<file path="src/rtl/cellprot_pkg.sv">
package cellprot_pkg;

  // Switch mode encoding driven to the gate control
  localparam logic [1:0] SW_OFF = 2'b00;
  localparam logic [1:0] SW_ON  = 2'b01;
  localparam logic [1:0] SW_DSG = 2'b10;
  localparam logic [1:0] SW_CHG = 2'b11;

  typedef enum logic [2:0] {
    ST_NORM = 3'd0,
    ST_OVP  = 3'd1,
    ST_UVS  = 3'd2,
    ST_UVC  = 3'd3,
    ST_OCL  = 3'd4,
    ST_HOT  = 3'd5
  } protState_e;

  // Control to datapath
  typedef struct packed {
    logic holdSample;
    logic clrRuns;
  } ctlStrobe_t;

  // Datapath to control
  typedef struct packed {
    logic ovQual;
    logic uvQual;
    logic ocQual;
    logic ovRecover;
    logic uvRecover;
  } dpEvent_t;

endpackage

</file>
<file path="src/rtl/cellprot_debounce.sv">
module cellprot_debounce #(
  parameter int LIMIT   = 2,
  parameter bit IMM_CLR = 1'b0
) (
  input  logic clk,
  input  logic rstN,
  input  logic clr,
  input  logic step,
  input  logic level,
  output logic qual
);
  localparam int CW = $clog2(LIMIT + 1);
  localparam logic [CW-1:0] LIM = CW'(LIMIT);

  logic [CW-1:0] runCnt;

  always_ff @(posedge clk) begin
    if (!rstN) begin
      runCnt <= '0;
    end else if (clr) begin
      runCnt <= '0;
    end else if (IMM_CLR && !level) begin
      runCnt <= '0;
    end else if (step) begin
      if (!level)            runCnt <= '0;
      else if (runCnt != LIM) runCnt <= runCnt + 1'b1;
    end
  end

  assign qual = (runCnt == LIM);
endmodule

</file>
<file path="src/rtl/cellprot_timers.sv">
module cellprot_timers
  import cellprot_pkg::*;
#(
  parameter int SAMPLE_PERIOD = 8,
  parameter int OV_SAMPLES    = 125,
  parameter int UV_SAMPLES    = 2,
  parameter int OC_TICKS      = 2
) (
  input  logic       clk,
  input  logic       rstN,
  input  logic       tick,
  input  logic [1:0] variantSel,
  input  logic       ovAbove,
  input  logic       ovBelowRec,
  input  logic       uvBelow,
  input  logic       uvAboveRec,
  input  logic       ocHigh,
  input  ctlStrobe_t strobe,
  output dpEvent_t   ev,
  output logic       sampleEn,
  output logic [1:0] threshSel
);
  localparam int SW = (SAMPLE_PERIOD > 2) ? $clog2(SAMPLE_PERIOD) : 1;
  localparam logic [SW-1:0] LAST = SW'(SAMPLE_PERIOD - 1);

  logic [SW-1:0] sampCnt;

  always_ff @(posedge clk) begin
    if (!rstN) begin
      sampCnt  <= '0;
      sampleEn <= 1'b0;
    end else begin
      sampleEn <= 1'b0;
      if (strobe.holdSample) begin
        sampCnt <= '0;
      end else if (tick) begin
        if (sampCnt == LAST) begin
          sampCnt  <= '0;
          sampleEn <= 1'b1;
        end else begin
          sampCnt <= sampCnt + 1'b1;
        end
      end
    end
  end

  always_ff @(posedge clk) threshSel <= variantSel;

  cellprot_debounce #(.LIMIT(OV_SAMPLES), .IMM_CLR(1'b0)) u_ovRun (
    .clk(clk), .rstN(rstN), .clr(strobe.clrRuns), .step(sampleEn),
    .level(ovAbove), .qual(ev.ovQual));

  cellprot_debounce #(.LIMIT(UV_SAMPLES), .IMM_CLR(1'b0)) u_uvRun (
    .clk(clk), .rstN(rstN), .clr(strobe.clrRuns), .step(sampleEn),
    .level(uvBelow), .qual(ev.uvQual));

  cellprot_debounce #(.LIMIT(OC_TICKS), .IMM_CLR(1'b1)) u_ocRun (
    .clk(clk), .rstN(rstN), .clr(strobe.clrRuns), .step(tick),
    .level(ocHigh), .qual(ev.ocQual));

  assign ev.ovRecover = sampleEn & ovBelowRec;
  assign ev.uvRecover = sampleEn & uvAboveRec;
endmodule

</file>
<file path="src/rtl/cellprot_ctrl.sv">
module cellprot_ctrl
  import cellprot_pkg::*;
(
  input  logic       clk,
  input  logic       rstN,
  input  dpEvent_t   ev,
  input  logic       chargerSeen,
  input  logic       packNear,
  input  logic       hotFlag,
  output ctlStrobe_t strobe,
  output logic [1:0] swMode,
  output logic       sleep
);
  protState_e state, nextState;
  logic ocLatch;

  always_comb begin
    nextState = state;
    unique case (state)
      ST_NORM: begin
        if (ev.ocQual)      nextState = ST_OCL;
        else if (ev.uvQual) nextState = ST_UVS;
        else if (ev.ovQual) nextState = ST_OVP;
      end
      ST_OVP: begin
        if (ev.ocQual)         nextState = ST_OCL;
        else if (ev.ovRecover) nextState = ST_NORM;
      end
      ST_UVS:  if (chargerSeen)  nextState = ST_UVC;
      ST_UVC:  if (ev.uvRecover) nextState = ST_NORM;
      ST_OCL:  if (packNear)     nextState = ST_NORM;
      ST_HOT:  if (!hotFlag)     nextState = ocLatch ? ST_OCL : ST_NORM;
      default: nextState = ST_NORM;
    endcase
    if (hotFlag) nextState = ST_HOT;
  end

  always_ff @(posedge clk) begin
    if (!rstN) begin
      state   <= ST_NORM;
      ocLatch <= 1'b0;
    end else begin
      state <= nextState;
      if (nextState == ST_OCL)                          ocLatch <= 1'b1;
      else if (state == ST_OCL && nextState == ST_NORM) ocLatch <= 1'b0;
    end
  end

  always_comb begin
    strobe.holdSample = (state == ST_UVS);
    strobe.clrRuns    = (nextState != state) && (nextState != ST_HOT) && (state != ST_HOT);
    sleep             = (state == ST_UVS);
    unique case (state)
      ST_NORM: swMode = SW_ON;
      ST_OVP:  swMode = SW_DSG;
      ST_UVC:  swMode = SW_CHG;
      default: swMode = SW_OFF;
    endcase
  end
endmodule

</file>
<file path="src/rtl/cellprot_guard.sv">
module cellprot_guard
  import cellprot_pkg::*;
#(
  parameter int SAMPLE_PERIOD = 8,
  parameter int OV_SAMPLES    = 125,
  parameter int UV_SAMPLES    = 2,
  parameter int OC_TICKS      = 2
) (
  input  logic       clk,
  input  logic       rstN,
  input  logic       tick,
  input  logic [1:0] variantSel,
  input  logic       ovAbove,
  input  logic       ovBelowRec,
  input  logic       uvBelow,
  input  logic       uvAboveRec,
  input  logic       ocHigh,
  input  logic       packNear,
  input  logic       chargerSeen,
  input  logic       hotFlag,
  output logic [1:0] swMode,
  output logic       sampleEn,
  output logic       sleep,
  output logic [1:0] threshSel
);
  ctlStrobe_t strobe;
  dpEvent_t   ev;

  cellprot_timers #(
    .SAMPLE_PERIOD(SAMPLE_PERIOD), .OV_SAMPLES(OV_SAMPLES),
    .UV_SAMPLES(UV_SAMPLES), .OC_TICKS(OC_TICKS)
  ) u_timers (
    .clk(clk), .rstN(rstN), .tick(tick), .variantSel(variantSel),
    .ovAbove(ovAbove), .ovBelowRec(ovBelowRec), .uvBelow(uvBelow),
    .uvAboveRec(uvAboveRec), .ocHigh(ocHigh), .strobe(strobe), .ev(ev),
    .sampleEn(sampleEn), .threshSel(threshSel));

  cellprot_ctrl u_ctrl (
    .clk(clk), .rstN(rstN), .ev(ev), .chargerSeen(chargerSeen),
    .packNear(packNear), .hotFlag(hotFlag), .strobe(strobe),
    .swMode(swMode), .sleep(sleep));
endmodule

</file>
<file path="config.mk">
export PLATFORM = sky130hd
export DESIGN_NAME = cellprot_guard
export DESIGN_NICKNAME = d
export VERILOG_FILES = /design/src/rtl/cellprot_pkg.sv /design/src/rtl/cellprot_debounce.sv /design/src/rtl/cellprot_timers.sv /design/src/rtl/cellprot_ctrl.sv /design/src/rtl/cellprot_guard.sv
export SDC_FILE = /design/constraint.sdc
export NUM_CORES = 1
export LEC_CHECK = 0
export BUFFER_PORTS_ARGS = -buffer_cell sky130_fd_sc_hd__buf_2
export CORE_ASPECT_RATIO = 1.5
export CORE_UTILIZATION = 35
export CTS_CLUSTER_SIZE = 20
export DETAILED_ROUTE_END_ITERATION = 16
export PLACE_DENSITY_LB_ADDON = 0.12
export SYNTH_ARGS = -nofsm -noshare
export SYNTH_HDL_FRONTEND = slang
export SYNTH_HIERARCHICAL = 1
export SYNTH_SLANG_ARGS = --single-unit
</file>
<file path="constraint.sdc">
create_clock -name clk -period 2.3 [get_ports clk]
set_clock_uncertainty 0.15 [all_clocks]
set_input_delay 0.23 -clock clk [delete_from_list [all_inputs] [get_ports clk]]
set_output_delay 0.23 -clock clk [all_outputs]
set_load 0.02 [all_outputs]
</file>
==> results of run 1 <==
[state kept, by name, indices dropped and copies added (netlist names)]
| name | count |
|---|---|
| u_timers/u_uvRun/runCnt | 2 |
| u_ctrl/ocLatch | 1 |
| u_timers/u_ovRun/runCnt | 7 |
| u_timers/threshSel | 2 |
| u_ctrl/state | 3 |
| u_timers/u_ocRun/runCnt | 2 |
| u_timers/sampleEn | 1 |
| u_timers/sampCnt | 3 |
[cells in the final DEF (no fill, tap or decap), drive strengths merged, types with 2 or more instances in the layout]
master       netlist  routed
a211oi             6       6
a21boi             2       2
a21oi              5       5
a41oi              3       3
and2               2       2
and3               2       2
buf                5      35
clkbuf             0       4
dfxtp             21      21
dlygate4sd3        0       2
ha                 6       6
inv                8       8
mux2i              4       4
nand2              7       7
nand2b             4       4
nand3              5       5
nand3b             5       5
nor2              10      10
nor2b              6       6
nor3               4       4
nor3b              2       2
o21ai              7       7
o22ai              3       3
o311ai             2       2
or3b               3       3
[routing by layer]
metal	global-route usage, %	up-vias	part of all wire [%]
met5	0	-	0
met2	32.00	21	54
met4	8.025	0	1.1
li1	-	577	-
met1	18.72	549	42
met3	2.626	4	3.1
[worst max-delay path, cell delays in order, from the launching register on]
cell and delay, ns:
dfxtp_2 0.33, inv_2 0.06, ha_4 0.13, nand3_4 0.08, nor2_4 0.09, or4b_4 0.46, a21oi_2 0.17, a311oi_2 0.06
nor3_2 0.27, nand2b_4 0.20, nor3_1 0.05, o21bai_1 0.16
[what timing repair did]
item,CTS,global route
gates resized for setup,5,2
setup endpoints to repair,3,9
setup buffers,0,1
pin swaps,3,5
hold endpoints to repair,2,0
hold buffers,2,0
[logic make-up (layout without fill, tap and decap cells)]
kind of cell	after synthesis	count (layout)
simple gates	53	53
compound gates	38	38
flops	21	21
buf+inv	13	49
fa+ha+maj	6	6
mux	4	4
xor+xnor	2	2
[worst max path at each step]
stage	endpoint	depth (start not counted)	start	slack, ns
after floorplan	u_timers/u_ovRun/runCnt[0]$_SDFFE_PP0P_	11	u_timers/u_ovRun/runCnt[1]$_SDFFE_PP0P_	-0.02
after global routing	u_timers/u_ovRun/runCnt[0]$_SDFFE_PP0P_	11	u_timers/u_ovRun/runCnt[1]$_SDFFE_PP0P_	-0.15
final	u_timers/u_ovRun/runCnt[0]$_SDFFE_PP0P_	11	u_timers/u_ovRun/runCnt[1]$_SDFFE_PP0P_	-0.03
after global placement	u_timers/u_ovRun/runCnt[0]$_SDFFE_PP0P_	11	u_timers/u_ovRun/runCnt[1]$_SDFFE_PP0P_	0.07
after CTS	u_timers/u_ovRun/runCnt[0]$_SDFFE_PP0P_	11	u_timers/u_ovRun/runCnt[1]$_SDFFE_PP0P_	0.03
after detailed placement	u_timers/u_ovRun/runCnt[0]$_SDFFE_PP0P_	11	u_timers/u_ovRun/runCnt[1]$_SDFFE_PP0P_	-0.01
[report_power, final]
| group | internal [mW] | switching, mW | leakage (nW) |
|---|---|---|---|
| Clock | 0.123 | 0.115 | 0.0228 |
| Sequential | 0.373 | 0.00868 | 0.174 |
| Combinational | 0.0572 | 0.0601 | 0.429 |
| Total | 0.553 | 0.184 | 0.625 |
[final cells by class]
type | instances | area [um^2]
fill | 347 | 1793
clock buffer | 4 | 45.04
inverter | 8 | 30.03
tap | 42 | 52.55
timing repair buffer | 37 | 237.7
multi-input combinational | 103 | 797.0
sequential | 21 | 427.9
[metrics by stage]
stage	power (mW)	area (um^2)	cells	setup slack, ns
after floorplan	0.4564	1266	137	-0.02423
after global placement	0.4962	1493	208	0.06897
after detailed placement	0.4993	1493	208	-0.01118
after CTS	0.7442	1575	214	0.02526
after global routing	0.7745	1590	215	-0.1532
final	0.7371	1590	215	-0.02996
==> run summary, run 1 <==
At the pin with the least slew margin, the transition time is 0.3052 ns. The maximum clock frequency came out at 429.2 MHz. The final worst-path setup slack is -0.02996 ns. The post-synthesis share of cell area spent on xor and xnor gates is 1.417%. Global routing used 17.12% of the available tracks.

The routed length per instance is 13.93 um. The simple-gate portion of the synthesized area came out at 27.73%. In this run, CTS created clock tree buffers numbering 3. Counting I/O delays and the setup requirement, the final critical path takes 2.330 ns. For this configuration, the core starts out at a cell density of 36.54%.

Setup total negative slack on the finished layout was measured at -0.03533 ns. The worst reg2reg path endpoint is u_timers/u_ovRun/runCnt[0]$_SDFFE_PP0P_. The top cell type's share of synthesized area came out at 34.01%. In this run, synthesis produced a sequential element count of 21. Counting flops with an async set or reset pin after synthesis yields a share of 0%. Ranked by total cell area, the synthesized netlist is headed by dfxtp_1, ha_1, mux2i_1, a211oi_1, nand3b_1. The run finished, with violations left.

The area added between synthesis and finish came out at 28.64%. The number of vias per cell after detailed routing came out at 5.353. The most used flip-flop cell after synthesis is dfxtp_1. The pin count of the biggest net entering global routing is 17. The max-capacitance violation count came out at 0. The worst register-to-register path has a setup slack of -0.03 ns.

Along the worst path, the maximum fanout reaches 5. Across all layers, the routed design uses 1,151 vias. The buffer levels on the longest clock path is 2. The post-synthesis compound-gate area fraction is 22.17%. The clock transition at the registers of the reported paths came out at 0.08 ns. The first global-routing pass estimated 4892 um of wire. The path class of the tightest hold or removal check is primary input to register. The level count of the clock H-tree came out at 1. After synthesis, the share of cell area in mux cells is 3.239%. The count of endpoints failing setup in the final report is 2. STA classifies the critical path startpoint as a register. The beginning of the worst hold path is tick.

Sorting the synthesized cells by how often they occur yields dfxtp_1, nor2_1, inv_1, nand2_1, ha_1. The CTS tree is built. The core occupancy in the finished layout came out at 47.00%. The die covers 0.003779 mm^2. Yosys mapped the design onto 52 distinct sky130hd cell types.

The initial antenna violation count came out at 0. The biggest area contributor in the post-synthesis netlist is dfxtp_1. The first-pass iteration count of the detailed router is 4. After detailed routing, the number of remaining DRC violations is 0.

The number of flops mapped to enable cells by yosys came out at 0. The netlist area before placement is 0.001236 mm^2. The sequential-to-total area share from yosys stat came out at 34.01%. The violation count after the first detailed-route iteration is 34. The total clock sinks is 21. The area inside the core boundary is 0.003383 mm^2. The critical path data required time came out at 2.29 ns. The number of nets produced by synthesis is 156.

During synthesis, Yosys emitted a total of 6 warnings. The most repeated cell in the gate-level netlist after synthesis is dfxtp_1. The area share of fa/ha/maj cells after synthesis is 6.073%. The worst register-to-register path has a depth of 11. The worst hold path terminates at u_timers/sampleEn$_SDFF_PP0_.

The final estimated routing congestion in global placement came out at 0.8565. The worst setup path is captured at a register. The number of nets in the finished design came out at 193. The data arrival time of the critical path came out at 2.32 ns. The critical path is of the register to register type. The diode insertion count for antenna repair came out at 0.

The mean instance size in the synthesized netlist came out at 9.023 um^2. The number of hold violations in the final report was 0. Wires add up to 2996 um. The final reports fail on setup timing.

The total global routing overflow came out at 0. After technology mapping, the gate count stands at 137. The worst slew slack as a fraction of its limit came out at 79.40%. The width of the die came out at 50.53 um. The top-level port count is 19. Setup repair after global routing could not meet its margin everywhere. VDD sags by at most 0.0002790 V. The number of buffers added on ports came out at 18. The worst hold margin came out at 0.09728 ns. The post-detailed-route count of antenna-violating nets is 0. Summed over all cells, the static leakage comes to 0.6249 nW. The period utilization is 101.3%. The number of global-route vias before repair came out at 1,117. The worst hold path depth came out at 3. The startpoint of the lowest-slack register-to-register path is u_timers/u_ovRun/runCnt[1]$_SDFFE_PP0P_. The floorplan step set the die height to 74.79 um. The later-pin clock latency in the skew report came out at 0.26 ns. The tree is rooted in a clkbuf_8.

Once detailed placement completed, the half-perimeter wirelength came to 2276 um. Cells with a size suffix above 1 make up 35.26% of the layout. The row count came out at 26. After synthesis, the largest family of logic cells by area is simple AND/OR/NAND/NOR gates. The number of pins exceeding their max-slew limit in the final report was 0. Power spread over the standard cell area amounts to 463.5 mW/mm^2.
Note: power is estimated with default switching activity, not from simulation.
==> inputs of run 2 (changes only) <==
- ABC_AREA: unset -> 1
==> run 2 against run 1 <==
  * The run now ends clean
  * Sequential share of layout area fell by 2.1 points
  * Register-to-register slack improved by 0.21 ns
  * Via count rose by 19%
  * First-iteration DRC count down 18%
  * Design area increased by 8.0%
  * Hold slack better by 0.020 ns
  * Largest power group unchanged
  * Combinational power rose by 21%
  * Synthesized cell count up 54%
  * Global-route usage is 0.26 points higher
  * Count of clock-buffer cells in the layout fell by 1
  * Critical path depth up 8
==> run summary, run 2 <==
The run finished with clean final reports. The commonest cells after synthesis are nand2_1, inv_1, nor2_1. The number of global-route vias before repair is 1,347. In this run the number of H-tree levels came out at 1. The all-layer global routing usage came out at 17.37%. The flop and latch count out of synthesis is 21. 0 antenna diodes ended up in the layout. The first-pass iteration count of the detailed router came out at 4. The violation count after the first detailed-route iteration came out at 28. The depth of the worst register-to-register path came out at 19.

The final estimated routing congestion in global placement is 0.8026. A synthesized cell averages 6.440 um^2. The period utilization came out at 92.28%. Global routing finished with a remaining overflow of 0. Net switching is 28.61% of the power. The number of nets produced by synthesis is 230. The power share of the clock group came out at 32.2%. The number of synthesis warnings is 6. The top cell type's share of synthesized area is 30.94%. The post-detailed-route count of antenna-violating nets is 0. The instance count of the mapped netlist came out at 211. The initial antenna violation count came out at 0. Setup repair after global routing could not meet its margin everywhere.

The wire length after detailed routing came out at 3227 um. The row count is 27. In the final layout, the multi-input gates occupy 839.6 um^2.

Along the worst path, the maximum fanout reaches 7. The largest registers in the layout are u_timers/u_ovRun/runCnt (7), u_ctrl/state (3), u_timers/sampCnt (3). The start point of the critical path is u_timers/u_ovRun/runCnt[1]$_SDFFE_PP0P_. In the routed layout, each cell is associated on average with a via count of 4.791. The number of distinct standard cells referenced by the synthesized netlist is 25. The number of flip-flops in the largest register is 7. The area inside the core boundary came out at 0.003682 mm^2. The non-filler instance count after layout came out at 287. The number of buffers added on ports came out at 18. In this run, the combinational gates consume 18.4% of the power. The number of flops mapped to enable cells by yosys came out at 0. The stage delay of the slowest cell on the critical path came out at 0.33 ns. By startpoint and endpoint, the worst setup path is classified as register to register. In the post-route analysis, the smallest setup slack over all paths is 0.1775 ns. The half-perimeter wire length of the detailed placement result came out at 2349 um. The later-pin clock latency in the skew report is 0.27 ns.

The number of pins exceeding their max-slew limit in the final report came out at 0. The number of clock buffers added by TritonCTS is 3. The final critical-path required period came out at 2.122 ns. The critical path data required time is 2.34 ns. Counting tap cells, the placed design contains a total of 278 instances. Dividing the detail-routed wire length by the instance count gives 11.24 um. The type of element launching the critical path is a register. The clock transition at the registers of the reported paths is 0.07 ns. The final total negative setup slack is 0 ns.

Walking the worst path, the cells encountered are inv_2, ha_4, nand2_4, nor3_4, inv_1, nand2_1, nand2_2, nand3_2, nand2_2, nand2_4, nand2_1, nand2_1, nand2_2, nor2_4, nor2_4, nor2_2, buf_6, o21ai_2, nor2_1. The areal power density over the cells is 449.8 mW/mm^2. The net switching power figure came out at 0.2211 mW.

The count of endpoints failing setup in the final report is 0. The area taken by flip-flops and latches came out at 425.4 um^2. The number of hold violations in the final report came to 0. The maximum VDD drop is 0.0003093 V. The worst setup path is captured at a register.

The overall via count from detail_route is 1,375. For this configuration, the core starts out at a cell density of 36.90%. In this run the vertical extent of the chip is 78.31 um. The filler cells instantiated in the layout total 419. The core occupancy in the finished layout came out at 46.65%.

The top register by number of flip-flops is u_timers/u_ovRun/runCnt. The die footprint is 0.004141 mm^2. The total clock sinks came out at 21. The most frequently used flop master after synthesis is dfxtp_1. The part of the power in registers came out at 49.4%.

The width of the die came out at 52.88 um. The netlist area before placement is 0.001359 mm^2. The final routed DRC violation total came out at 0.

The data arrival time of the critical path is 2.16 ns. The tightest min-delay check is of the primary input to register type. The worst hold path depth came out at 3. The startpoint of the lowest-slack register-to-register path is u_timers/u_ovRun/runCnt[1]$_SDFFE_PP0P_. dfxtp_1 takes more of the synthesized area than any other cell. The worst hold path endpoint is u_ctrl/state[1]$_SDFF_PN0_. The worst slew slack as a fraction of its limit came out at 74.08%. The sequential-to-total area share from yosys stat is 30.94%. The number of nets in the finished design is 264. The area added between synthesis and finish is 26.43%. In the synthesized netlist the async set-or-reset flop fraction comes to 0%. The maximum clock frequency is 471.2 MHz.

Summing all placed instances gives a cell area of 0.001548 mm^2. In this run the critical register-to-register path is captured at u_timers/u_ovRun/runCnt[0]$_SDFFE_PP0P_. The leakage power is 0.8898 nW. The beginning of the worst hold path is rstN. The internal portion of the total power is 0.5516 mW.

The setup slack on the worst flop-to-flop path came out at 0.18 ns. The most common cell after layout, fill and taps aside is nand2_1. The worst hold margin is 0.1178 ns. The buffer levels on the longest clock path came out at 2.

Cells with a size suffix above 1 make up 31.97% of the layout. The final instance area came out at 0.001718 mm^2. Entering global routing, the biggest net connects 13 pins. TritonCTS built the clock tree.

The worst slack at placement is -0.05475 ns. The most repeated cell in the gate-level netlist after synthesis is nand2_1. The pin slew with the least headroom to its limit is 0.3855 ns. In this run the clock root is driven by a clkbuf_8. In the layout the commonest cells are nand2_1, inv_1, nor2_1.

The wire length of the first global-routing pass came out at 5375 um. The total power consumption of the routed design came out at 0.7726 mW. 19 I/O pins were placed. Max-cap violations in this run came to 0. After synthesis, the cell types taking the most area are dfxtp_1, nand2_1, inv_1, nor2_1, ha_1.

For this design, the slowest cell found on the critical path is dfxtp_2.
run 2: cell types whose count changed in the layout (fill, tap and decap cells not counted), sizes merged, moves of 4 or more:
cell / change
nand2: +51
nor2b: -6
buf: -6
inv: +33
nand2b: -4
nor2: +28
mux2i: -4
nand3: +14
a211oi: -6
run 2: routing by layer:
layer,wire [um],vias up,track usage [%],share of wire (%)
li1,-,717,-,-
met1,1355,618,18.13,42
met2,1710,34,32.15,53
met3,110,6,2.326,3.4
met4,51,0,8.421,1.6
met5,0,-,0,0
run 2: timing repair:
| action | CTS | global route |
|---|---|---|
| endpoints found under the setup margin | 7 | 11 |
| gates cloned | 0 | 0 |
| hold buffers | 2 | 0 |
| hold endpoints to repair | 2 | 0 |
| pin swaps | 0 | 14 |
| resized for setup | 2 | 23 |
| buffers inserted | 0 | 3 |
run 2: cells by family after synthesis:
kind of cell / after synthesis / synth area share (%)
and+or+nand+nor: 126 / 45.03
buffers and inverters: 43 / 12.61
DFF: 21 / 30.94
AOI/OAI and AO/OA: 15 / 5.893
adders and majority gates: 6 / 5.525
run 2: power groups by stage:
| stage | Clock [mW] | Sequential, mW | Combinational, mW |
|---|---|---|---|
| 2_1_floorplan | 0 | 0.392 | 0.0797 |
| 3_3_place_gp | 0 | 0.391 | 0.124 |
| 3_5_place_dp | 0 | 0.391 | 0.124 |
| 4_1_cts | 0.261 | 0.383 | 0.128 |
| 5_1_grt | 0.278 | 0.383 | 0.159 |
| 6_report | 0.249 | 0.382 | 0.142 |
run 2: final cells by class:
cell class	count	area share, %
inverters	41	9.104
repair buffers	31	11.43
clock inverters	1	0.2913
multi-input cells	147	48.87
flip-flops and latches	21	24.76
clock buffers	3	2.403
well taps	43	3.132
run 2: critical path, delay by kind of cell, from the launching register on:
| family | cells | cell delay, ns |
|---|---|---|
| AND/OR/NAND/NOR | 14 | 1.13 |
| AO/OA/AOI/OAI | 1 | 0.05 |
| adder cells (fa/ha/maj) | 1 | 0.13 |
| buffers and inverters | 3 | 0.25 |
| flip-flops | 1 | 0.33 |
run 2: how the worst max path moves through the flow:
stage                                              endpoint
floorplan           u_timers/u_ovRun/runCnt[0]$_SDFFE_PP0P_
global placement    u_timers/u_ovRun/runCnt[1]$_SDFFE_PP0P_
detailed placement  u_timers/u_ovRun/runCnt[1]$_SDFFE_PP0P_
CTS                 u_timers/u_ovRun/runCnt[1]$_SDFFE_PP0P_
global route        u_timers/u_ovRun/runCnt[0]$_SDFFE_PP0P_
finish              u_timers/u_ovRun/runCnt[0]$_SDFFE_PP0P_
